==> src/rtl/baud_pkg.sv <==
package baud_pkg;
  timeunit 1ns;
  timeprecision 100ps;
  localparam int CFG_W     = 32;
  localparam int SCALE_W   = 12;
  localparam int SCALE_LSB = 16;
  localparam int STEP_W    = 16;
  localparam int STEP_LSB  = 0;
endpackage

==> src/rtl/baud_cfg_latch.sv <==
module baud_cfg_latch #(
  parameter int CFG_W     = baud_pkg::CFG_W,
  parameter int SCALE_W   = baud_pkg::SCALE_W,
  parameter int SCALE_LSB = baud_pkg::SCALE_LSB,
  parameter int STEP_W    = baud_pkg::STEP_W,
  parameter int STEP_LSB  = baud_pkg::STEP_LSB
) (
  input  logic               clk,
  input  logic               rst,
  input  logic [CFG_W-1:0]   cfg_word,
  output logic [SCALE_W-1:0] scale_o,
  output logic [STEP_W-1:0]  step_o,
  output logic               restart_o
);
  timeunit 1ns;
  timeprecision 100ps;

  logic [SCALE_W-1:0] scale_in, scale_q;
  logic [STEP_W-1:0]  step_in, step_q;
  logic               restart_q;
  logic [CFG_W-1:0]   unused_cfg;

  assign scale_in   = cfg_word[SCALE_LSB +: SCALE_W];
  assign step_in    = cfg_word[STEP_LSB +: STEP_W];
  assign unused_cfg = cfg_word;

  // Shadow copy of the used fields; a difference flags a restart one cycle later
  always_ff @(posedge clk) begin
    if (rst) begin
      scale_q   <= '0;
      step_q    <= '0;
      restart_q <= 1'b0;
    end else begin
      restart_q <= ({scale_in, step_in} != {scale_q, step_q});
      scale_q   <= scale_in;
      step_q    <= step_in;
    end
  end

  assign scale_o   = scale_q;
  assign step_o    = step_q;
  assign restart_o = restart_q;
endmodule

==> src/rtl/baud_prescaler.sv <==
module baud_prescaler #(
  parameter int SCALE_W = baud_pkg::SCALE_W
) (
  input  logic               clk,
  input  logic               rst,
  input  logic               restart_i,
  input  logic [SCALE_W-1:0] scale_i,
  output logic               adv_o
);
  timeunit 1ns;
  timeprecision 100ps;

  logic [SCALE_W-1:0] cnt_q;
  logic               adv_q;

  always_ff @(posedge clk) begin
    if (rst || restart_i) begin
      cnt_q <= '0;
      adv_q <= 1'b0;
    end else if (cnt_q >= scale_i) begin
      cnt_q <= '0;
      adv_q <= 1'b1;
    end else begin
      cnt_q <= cnt_q + 1'b1;
      adv_q <= 1'b0;
    end
  end

  assign adv_o = adv_q;

  // With a nonzero scale two advances are never adjacent
  assert_adv_spaced_R3: assert property (@(posedge clk) disable iff (rst)
    (adv_q && scale_i != '0) |=> !adv_q);

  // With scale zero and no restart the advance strobe stays on
  assert_every_cycle_R2: assert property (@(posedge clk) disable iff (rst)
    (adv_q && scale_i == '0 && !restart_i) |=> adv_q);
endmodule

==> src/rtl/baud_phase_acc.sv <==
module baud_phase_acc #(
  parameter int STEP_W = baud_pkg::STEP_W
) (
  input  logic              clk,
  input  logic              rst,
  input  logic              restart_i,
  input  logic              adv_i,
  input  logic [STEP_W-1:0] step_i,
  output logic              tick_o
);
  timeunit 1ns;
  timeprecision 100ps;

  localparam int ACC_W = STEP_W + 1;

  logic [ACC_W-1:0] acc_q;
  logic [ACC_W:0]   sum;
  logic             tick_q;

  assign sum = {1'b0, acc_q} + {{(ACC_W + 1 - STEP_W){1'b0}}, step_i};

  always_ff @(posedge clk) begin
    if (rst || restart_i) begin
      acc_q  <= '0;
      tick_q <= 1'b0;
    end else if (adv_i) begin
      acc_q  <= sum[ACC_W-1:0];
      tick_q <= sum[ACC_W];
    end else begin
      tick_q <= 1'b0;
    end
  end

  assign tick_o = tick_q;

  assert_single_pulse_R5: assert property (@(posedge clk) disable iff (rst)
    tick_q |=> !tick_q);

  assert_zero_step_R6: assert property (@(posedge clk) disable iff (rst)
    (adv_i && step_i == '0) |=> !tick_q);

  assert_restart_clears_R7: assert property (@(posedge clk) disable iff (rst)
    restart_i |=> (acc_q == '0 && !tick_q));

  assert_reset_quiet_R8: assert property (@(posedge clk)
    rst |=> !tick_q);
endmodule

==> src/rtl/baud_tick_gen.sv <==
module baud_tick_gen #(
  parameter int CFG_W     = baud_pkg::CFG_W,
  parameter int SCALE_W   = baud_pkg::SCALE_W,
  parameter int SCALE_LSB = baud_pkg::SCALE_LSB,
  parameter int STEP_W    = baud_pkg::STEP_W,
  parameter int STEP_LSB  = baud_pkg::STEP_LSB
) (
  input  logic             clk,
  input  logic             rst,
  input  logic [CFG_W-1:0] cfg_word,
  output logic             tick
);
  timeunit 1ns;
  timeprecision 100ps;

  logic [SCALE_W-1:0] scale;
  logic [STEP_W-1:0]  step;
  logic               restart;
  logic               adv;

  baud_cfg_latch #(
    .CFG_W(CFG_W), .SCALE_W(SCALE_W), .SCALE_LSB(SCALE_LSB),
    .STEP_W(STEP_W), .STEP_LSB(STEP_LSB)
  ) u_cfg (
    .clk(clk), .rst(rst), .cfg_word(cfg_word),
    .scale_o(scale), .step_o(step), .restart_o(restart)
  );

  baud_prescaler #(.SCALE_W(SCALE_W)) u_pre (
    .clk(clk), .rst(rst), .restart_i(restart), .scale_i(scale), .adv_o(adv)
  );

  baud_phase_acc #(.STEP_W(STEP_W)) u_acc (
    .clk(clk), .rst(rst), .restart_i(restart), .adv_i(adv),
    .step_i(step), .tick_o(tick)
  );
endmodule

==> config.mk <==
export PLATFORM = sky130hd
export DESIGN_NAME = baud_tick_gen
export DESIGN_NICKNAME = d
export VERILOG_FILES = /design/src/rtl/baud_pkg.sv /design/src/rtl/baud_cfg_latch.sv /design/src/rtl/baud_prescaler.sv /design/src/rtl/baud_phase_acc.sv /design/src/rtl/baud_tick_gen.sv
export SDC_FILE = /design/constraint.sdc
export NUM_CORES = 1
export LEC_CHECK = 0
export ABC_CLOCK_PERIOD_IN_PS = 6410
export BUFFER_PORTS_ARGS = -buffer_cell sky130_fd_sc_hd__buf_2
export CAP_MARGIN = 10
export CORE_MARGIN = 3
export CORE_UTILIZATION = 46
export DETAILED_ROUTE_END_ITERATION = 10
export PLACE_DENSITY = 0.76
export SETUP_SLACK_MARGIN = 0.2
export SLEW_MARGIN = 5
export SYNTH_ARGS = -nofsm -noshare
export SYNTH_HDL_FRONTEND = slang
export SYNTH_SLANG_ARGS = --single-unit
==> constraint.sdc <==
create_clock -name clk -period 6.41 [get_ports clk]
set_clock_uncertainty 0.2 [all_clocks]
set_input_delay 1.6025 -clock clk [delete_from_list [all_inputs] [get_ports clk]]
set_output_delay 1.6025 -clock clk [all_outputs]
set_load 0.02 [all_outputs]
==> flow_summary.json, run 1 <==
{
  "status": "completed",
  "final-setup-viol-count": 0,
  "antenna_found_initial": 0,
  "cpMostUsedCell": "nor2_1",
  "grt_pass1_wl_mm": 11.32,
  "hold_class": "reg -> reg",
  "power.share.sequential_pct": 48.4,
  "synth_flop_cell": "dfxtp_1",
  "cts_made_buffers": 9,
  "grt.total_usage_pct": 17.28,
  "syn_to_final_growth_pct": 13.01,
  "final_antenna_net_count": 0,
  "yosysMostFrequentCell": "dfxtp_1",
  "die_h_um": 90.55,
  "synth_cell_types": 47,
  "cp.arrival_ns": 3.53,
  "clkTransAtPathRegs_ns": 0.07,
  "p_int_mw": 0.6173,
  "slew_headroom_pct": 35.55,
  "crit_required_ns": 6.48,
  "cts_setup_buffers": 0,
  "synth.top_cell.area_share_pct": 36.53,
  "ys_warn_count": 0,
  "cp-start-kind": "input pin",
  "power_density_mw_per_mm2": 218.4,
  "vdd.ir_drop.worst_uv": 134.5,
  "ctsHoldBuffers": 0,
  "root_buffer": "clkbuf_8",
  "clk_latency_ns": 0.34,
  "place_congestion": 0.8189,
  "num_antenna_cells": 0,
  "syn_nets": 427,
  "fp.dieW_um": 90.55,
  "start_util_pct": 47.87,
  "crit_buf_inv": 1,
  "tns_ns": 0,
  "port_buffers": 30,
  "rsz0062_at_grt": "false",
  "power.leakage_nw": 1.594,
  "worstReg2RegEnd": "u_acc.acc_q[12]$_SDFFE_PP0P_",
  "io_pins": 35,
  "drc_errors": 0,
  "rr_startpoint": "u_cfg.step_o[0]$_SDFF_PP0_",
  "drive_above_1_share_pct": 13.07,
  "end_kind": "flip-flop",
  "cts_buffer_depth": 2,
  "worstMarginPinSlew_ns": 0.9654,
  "rows": 30,
  "seq_area_frac_synth_pct": 36.53,
  "core_area_mm2": 0.006869,
  "grt_pass1_vias": 2427,
  "hold_viol_final": 0,
  "hold_slack_ns": 0.2595,
  "syn_avg_cell_area_um2": 9.058,
  "synth.area.top_cells": "dfxtp_1 (37%), ha_1 (11%), xnor2_1 (6.7%)",
  "whs_endpoint": "u_acc.acc_q[15]$_SDFFE_PP0P_",
  "drv_cap": 0,
  "final_nets": 457,
  "p_sw_share_pct": 23.95,
  "clock-sinks": 60,
  "vias": 2594,
  "overflow": 0,
  "min_period_ns": 3.454,
  "syn_inst": 363,
  "comb_power_share_pct": 8.9,
  "p_switching_mw": 0.1944,
  "critical_path.top_delay_family": "simple AND/OR/NAND/NOR gates",
  "grt_max_degree": 33,
  "avgRoutedWirePerCell_um": 13.49,
  "async_flop_share_pct": 0,
  "synth_edf_count": 0,
  "crit_path_cell_trace": "buf_2 -> nor2_1 -> o211ai_1 -> nor2_1",
  "crit_fanout": 32,
  "die-area_mm2": 0.008198,
  "holdPathStages": 2,
  "syn_area_mm2": 0.003288,
  "rr_worst_depth": 9,
  "finalWirelength_mm": 6.663,
  "slew_violations": 0,
  "worstSetupPathType": "in -> reg",
  "crit_path_max_incr_delay_ns": 0.81,
  "fin_crit_sh_pct": 53.88,
  "synth-seq-cells": 60,
  "hp-start": "u_acc.acc_q[15]$_SDFFE_PP0P_",
  "drt_iter0_drc": 116,
  "synthTopCellsByCount": "dfxtp_1 (60), nor2b_1 (31), ha_1 (29), nor2_1 (26), xnor2_1 (25)",
  "cts_tree": "done",
  "first_pass_iters": 4,
  "reg2reg_slack_ns": 3.79,
  "yosysTopAreaCell": "dfxtp_1",
  "via_per_inst": 5.251,
  "cpMaxStageDelayCell": "nor2_1",
  "max_freq_mhz": 289.5,
  "ctsResizeCount": 0,
  "cts_max_level": 3,
  "clockPowerShare_pct": 42.7,
  "dp_hpwl_mm": 5.027
}
worst min-delay path, delay by kind of cell, from the launching register on:
kind             cells  cell delay [ns]
flip-flops           1             0.32
AND/OR/NAND/NOR      1             0.05
AO/OA/AOI/OAI        1             0.05
registers in the layout (all words and copies together) (netlist names):
signal	count
u_acc.acc_q	17
u_acc.tick_o	1
u_cfg.step_o	16
u_pre.cnt_q	12
u_pre.adv_o	1
u_cfg.scale_o	12
u_cfg.restart_o	1
power groups by stage:
stage / Clock (mW) / Combinational, mW / Sequential [mW]
final: 0.347 / 0.0719 / 0.393
after CTS: 0.355 / 0.0726 / 0.393
after detailed placement: 0 / 0.0719 / 0.401
after floorplan: 0 / 0.0495 / 0.398
after global routing: 0.371 / 0.0812 / 0.394
after global placement: 0 / 0.0702 / 0.401
cells in the final DEF (no fill, tap or decap), types with 5 or more instances in the layout:
| cell type | n |
|---|---|
| xnor2_1 | 25 |
| nor2b_1 | 31 |
| nand3b_1 | 5 |
| a21oi_1 | 19 |
| nor2_1 | 26 |
| mux2i_1 | 8 |
| nand4_1 | 9 |
| nand2_1 | 19 |
| o21ai_0 | 10 |
| and3_1 | 7 |
| inv_1 | 19 |
| ha_1 | 29 |
| xor2_1 | 21 |
| nand3_1 | 7 |
| buf_2 | 30 |
| dfxtp_1 | 60 |
| clkbuf_8 | 11 |
| a21o_1 | 7 |
cell type report:
| cell class | count | area [um2] |
|---|---|---|
| fill | 638 | 3153 |
| multi-input combinational | 273 | 1971 |
| sequential | 60 | 1201 |
| clock buffer | 12 | 155.1 |
| timing repair buffer | 30 | 150.1 |
| tap | 96 | 120.1 |
| inverter | 19 | 71.32 |
| clock inverter | 4 | 47.55 |
cell families (layout without fill, tap and decap cells):
group,after synthesis,after routing,share of synthesized area [%]
mux,8,8,2.435
buf+inv,30,65,3.539
simple gates,123,123,20.09
xor+xnor,46,46,12.25
compound gates,66,66,13.51
flops,60,60,36.53
fa+ha+maj,30,30,11.64
worst max-delay path by stage:
stage / startpoint / to / slack (ns) / cells after the start
final: rst / u_pre.cnt_q[9]$_SDFF_PP0_ / 2.96 / 4
after global routing: rst / u_pre.cnt_q[2]$_SDFF_PP0_ / 2.67 / 4
after CTS: rst / u_pre.cnt_q[7]$_SDFF_PP0_ / 2.94 / 4
after global placement: rst / u_pre.cnt_q[6]$_SDFF_PP0_ / 2.65 / 4
after detailed placement: rst / u_pre.cnt_q[7]$_SDFF_PP0_ / 2.55 / 4
after floorplan: rst / u_acc.acc_q[13]$_SDFFE_PP0P_ / 3.83 / 4
per-layer routing:
layer	vias up	GRT usage [%]	part of all wire, %
li1	1318	-	-
met1	1217	23.34	50
met2	52	26.19	44
met3	7	5.750	5.2
met4	0	5.102	1.3
met5	-	0	0
metrics by stage:
step	utilization (%)	std cells	setup slack [ns]	total power, mW	area, um2
finish	54.10	494	2.956	0.8117	3716
global route	54.10	494	2.673	0.8466	3716
CTS	54.10	494	2.938	0.8209	3716
detailed placement	51.15	478	2.555	0.4732	3513
global placement	51.15	478	2.649	0.4711	3513
floorplan	-	363	3.834	0.4477	3288
Power figures use the tool's default switching activity.
==> run 2: changes to the inputs <==
--- a/config.mk
+++ b/config.mk
@@ -5,13 +5,14 @@
 export SDC_FILE = /design/constraint.sdc
 export NUM_CORES = 1
 export LEC_CHECK = 0
-export ABC_CLOCK_PERIOD_IN_PS = 6410
+export ABC_AREA = 1
+export ABC_CLOCK_PERIOD_IN_PS = 2860
 export BUFFER_PORTS_ARGS = -buffer_cell sky130_fd_sc_hd__buf_2
 export CAP_MARGIN = 10
 export CORE_MARGIN = 3
 export CORE_UTILIZATION = 46
 export DETAILED_ROUTE_END_ITERATION = 10
-export PLACE_DENSITY = 0.76
+export PLACE_DENSITY = 0.78
 export SETUP_SLACK_MARGIN = 0.2
 export SLEW_MARGIN = 5
 export SYNTH_ARGS = -nofsm -noshare
==> constraint.sdc (replaced) <==
create_clock -name clk -period 2.86 [get_ports clk]
set_clock_uncertainty 0.2 [all_clocks]
set_input_delay 0.715 -clock clk [delete_from_list [all_inputs] [get_ports clk]]
set_output_delay 0.715 -clock clk [all_outputs]
set_load 0.02 [all_outputs]
==> run 2 against run 1 <==
Against the previous run:
- non-clock buffer count is 2 higher
- highest routed layer unchanged
- critical path depth is 9 higher
- critical endpoint is now u_acc.acc_q[12]$_SDFFE_PP0P_
- largest power group unchanged
- area after synthesis is 11% higher
- power is 120% higher
- register-to-register slack worse by 3.0 ns
==> flow_summary.json, run 2 <==
{
  "port_buffers": 30,
  "crit_required_ns": 2.89,
  "final_cell_mix": "nand2_1 (114), inv_1 (108), nor2_1 (93)",
  "syn_area_mm2": 0.003651,
  "overflow": 0,
  "startpoint": "u_cfg.step_o[0]$_SDFF_PP0_",
  "synthTopCellsByCount": "nand2_1 (114), inv_1 (108), nor2_1 (93), dfxtp_1 (60), ha_1 (29)",
  "grt.total_usage_pct": 18.74,
  "tns_ns": 0,
  "final_nets": 639,
  "cpMaxStageDelayCell": "fa_1",
  "root_buffer": "clkbuf_8",
  "avgRoutedWirePerCell_um": 11.17,
  "syn_avg_cell_area_um2": 6.761,
  "regMostFlops": "u_acc.acc_q",
  "ctsResizeCount": 0,
  "via_per_inst": 4.741,
  "fp.dieW_um": 95.09,
  "syn_to_final_growth_pct": 11.82,
  "reg2reg_slack_ns": 0.75,
  "worstReg2RegEnd": "u_acc.acc_q[12]$_SDFFE_PP0P_",
  "clk_latency_ns": 0.33,
  "cts_buffer_depth": 2,
  "io_pins": 35,
  "clock-sinks": 60,
  "seq_area_frac_synth_pct": 32.90,
  "rr_worst_depth": 13,
  "vdd.ir_drop.worst_uv": 236.0,
  "ctsHoldBuffers": 0,
  "fin_crit_sh_pct": 73.73,
  "ys_warn_count": 0,
  "end_kind": "flip-flop",
  "critical_path.top_delay_family": "simple AND/OR/NAND/NOR gates",
  "rows": 31,
  "syn_nets": 604,
  "worstMarginPinSlew_ns": 0.5542,
  "crit_path_max_incr_delay_ns": 0.40,
  "synth.area.top_cells": "dfxtp_1 (33%), nand2_1 (12%), inv_1 (11%)",
  "clkTransAtPathRegs_ns": 0.07,
  "cp.arrival_ns": 2.14,
  "rsz0062_at_grt": "false",
  "dp_cells": 663,
  "place_congestion": 0.8248,
  "antenna_found_initial": 0,
  "hp-start": "u_acc.acc_q[0]$_SDFFE_PP0P_",
  "min_period_ns": 2.109,
  "yosysTopAreaCell": "dfxtp_1",
  "worstSetupPathType": "reg -> reg",
  "cts_max_level": 3,
  "syn_inst": 540,
  "synth_edf_count": 0,
  "power_density_mw_per_mm2": 439.5,
  "largest_register_ffs": 17,
  "layout_commonest_cell": "nand2_1",
  "synth.top_cell.area_share_pct": 32.90,
  "die_h_um": 95.09,
  "crit_path_cell_trace": "ha_1 -> inv_1 -> fa_1 -> inv_1 -> nand3_1 -> nand2_2 -> nand2_1 -> nand2_2 -> nand2_1 -> nand3_1 -> nand3_1 -> nand2_1 -> inv_1",
  "yosysMostFrequentCell": "nand2_1",
  "num_antenna_cells": 0,
  "first_pass_iters": 5,
  "drv_cap": 0,
  "whs_endpoint": "u_acc.acc_q[0]$_SDFFE_PP0P_",
  "die-area_mm2": 0.009042,
  "slew_violations": 0,
  "holdPathStages": 2,
  "synth-seq-cells": 60,
  "start_util_pct": 48.77,
  "slew_headroom_pct": 63.00,
  "grt_max_degree": 30,
  "rr_startpoint": "u_cfg.step_o[0]$_SDFF_PP0_",
  "finalWirelength_mm": 7.586,
  "grt_pass1_vias": 3239,
  "cts_setup_buffers": 0,
  "crit_fanout": 3,
  "hold_class": "reg -> reg",
  "vias": 3219,
  "final_antenna_net_count": 0,
  "final-setup-viol-count": 0,
  "core_area_mm2": 0.007486,
  "final_cells": 679,
  "status": "completed",
  "async_flop_share_pct": 0,
  "hold_viol_final": 0,
  "synth_flop_cell": "dfxtp_1",
  "max_freq_mhz": 474.2,
  "cts_tree": "done",
  "power.leakage_nw": 2.194,
  "cp-start-kind": "flip-flop",
  "drive_above_1_share_pct": 10.52,
  "worst_slack_ns": 0.7513,
  "grt_pass1_wl_mm": 13.56,
  "crit_buf_inv": 3,
  "preCtsSetupSlack_ns": 0.7898,
  "drc_errors": 0,
  "drt_iter0_drc": 149,
  "cts_made_buffers": 9,
  "dp_hpwl_mm": 5.889,
  "synth_cell_types": 26
}
run 2: changes by cell type in the layout (fill, tap and decap cells not counted), moves of 6 or more:
cell,change
inv_1,+89
mux2i_1,-8
and3_1,-7
nor2b_1,-31
nor2_1,+67
nand3_1,+15
nand2_1,+95
xnor2_1,-6
a21o_1,-7
run 2: worst max path at each step:
stage	cells after the start	end	slack, ns
floorplan	13	u_acc.acc_q[12]$_SDFFE_PP0P_	0.97
global placement	13	u_acc.acc_q[12]$_SDFFE_PP0P_	0.81
detailed placement	13	u_acc.acc_q[12]$_SDFFE_PP0P_	0.79
CTS	13	u_acc.acc_q[12]$_SDFFE_PP0P_	0.74
global route	13	u_acc.acc_q[12]$_SDFFE_PP0P_	0.57
finish	13	u_acc.acc_q[12]$_SDFFE_PP0P_	0.75
run 2: report_power, final:
part	internal (mW)	switching [mW]	leakage, nW	total [mW]
clock network	0.398	0.336	0.0931	0.735
logic	0.0761	0.103	1.61	0.179
registers	0.861	0.0199	0.492	0.881
total	1.34	0.459	2.19	1.79
run 2: stage by stage:
stage,cell area [um2],utilization [%],hold slack (ns),power (mW)
floorplan,3651,-,0.2400,1.020
global placement,3899,52.08,0.2518,1.071
detailed placement,3899,52.08,0.2612,1.079
CTS,4083,54.54,0.2713,1.807
global route,4083,54.54,0.3117,1.874
finish,4083,54.54,0.2710,1.794
run 2: layer usage:
layer,vias up,wire (um),track usage (%)
li1,1715,-,-
met1,1440,3314,20.96
met2,46,3856,34.34
met3,18,213,2.920
met4,0,202,9.014
met5,-,0,0
run 2: cells by family after synthesis:
group,Yosys count,share of synthesized area (%)
AND/OR/NAND/NOR,258,29.75
buffers and inverters,118,12.44
flip-flops,60,32.90
XOR/XNOR,38,9.116
AO/OA/AOI/OAI,36,5.312
adder cells (fa/ha/maj),30,10.49
run 2: cell type report:
| cell class | instances | area [um2] |
|---|---|---|
| clock buffers | 11 | 131.4 |
| clock inverters | 5 | 52.55 |
| fillers | 735 | 3403 |
| inverters | 110 | 412.9 |
| multi-input cells | 362 | 1996 |
| flip-flops and latches | 60 | 1201 |
| well taps | 99 | 123.9 |
| repair buffers | 32 | 165.2 |
run 2: tightest hold or removal path: cells and delay by family, from the launching register on:
kind               cells  cell delay, ns
DFF                    1            0.32
AOI/OAI and AO/OA      1            0.05
and+or+nand+nor        1            0.06
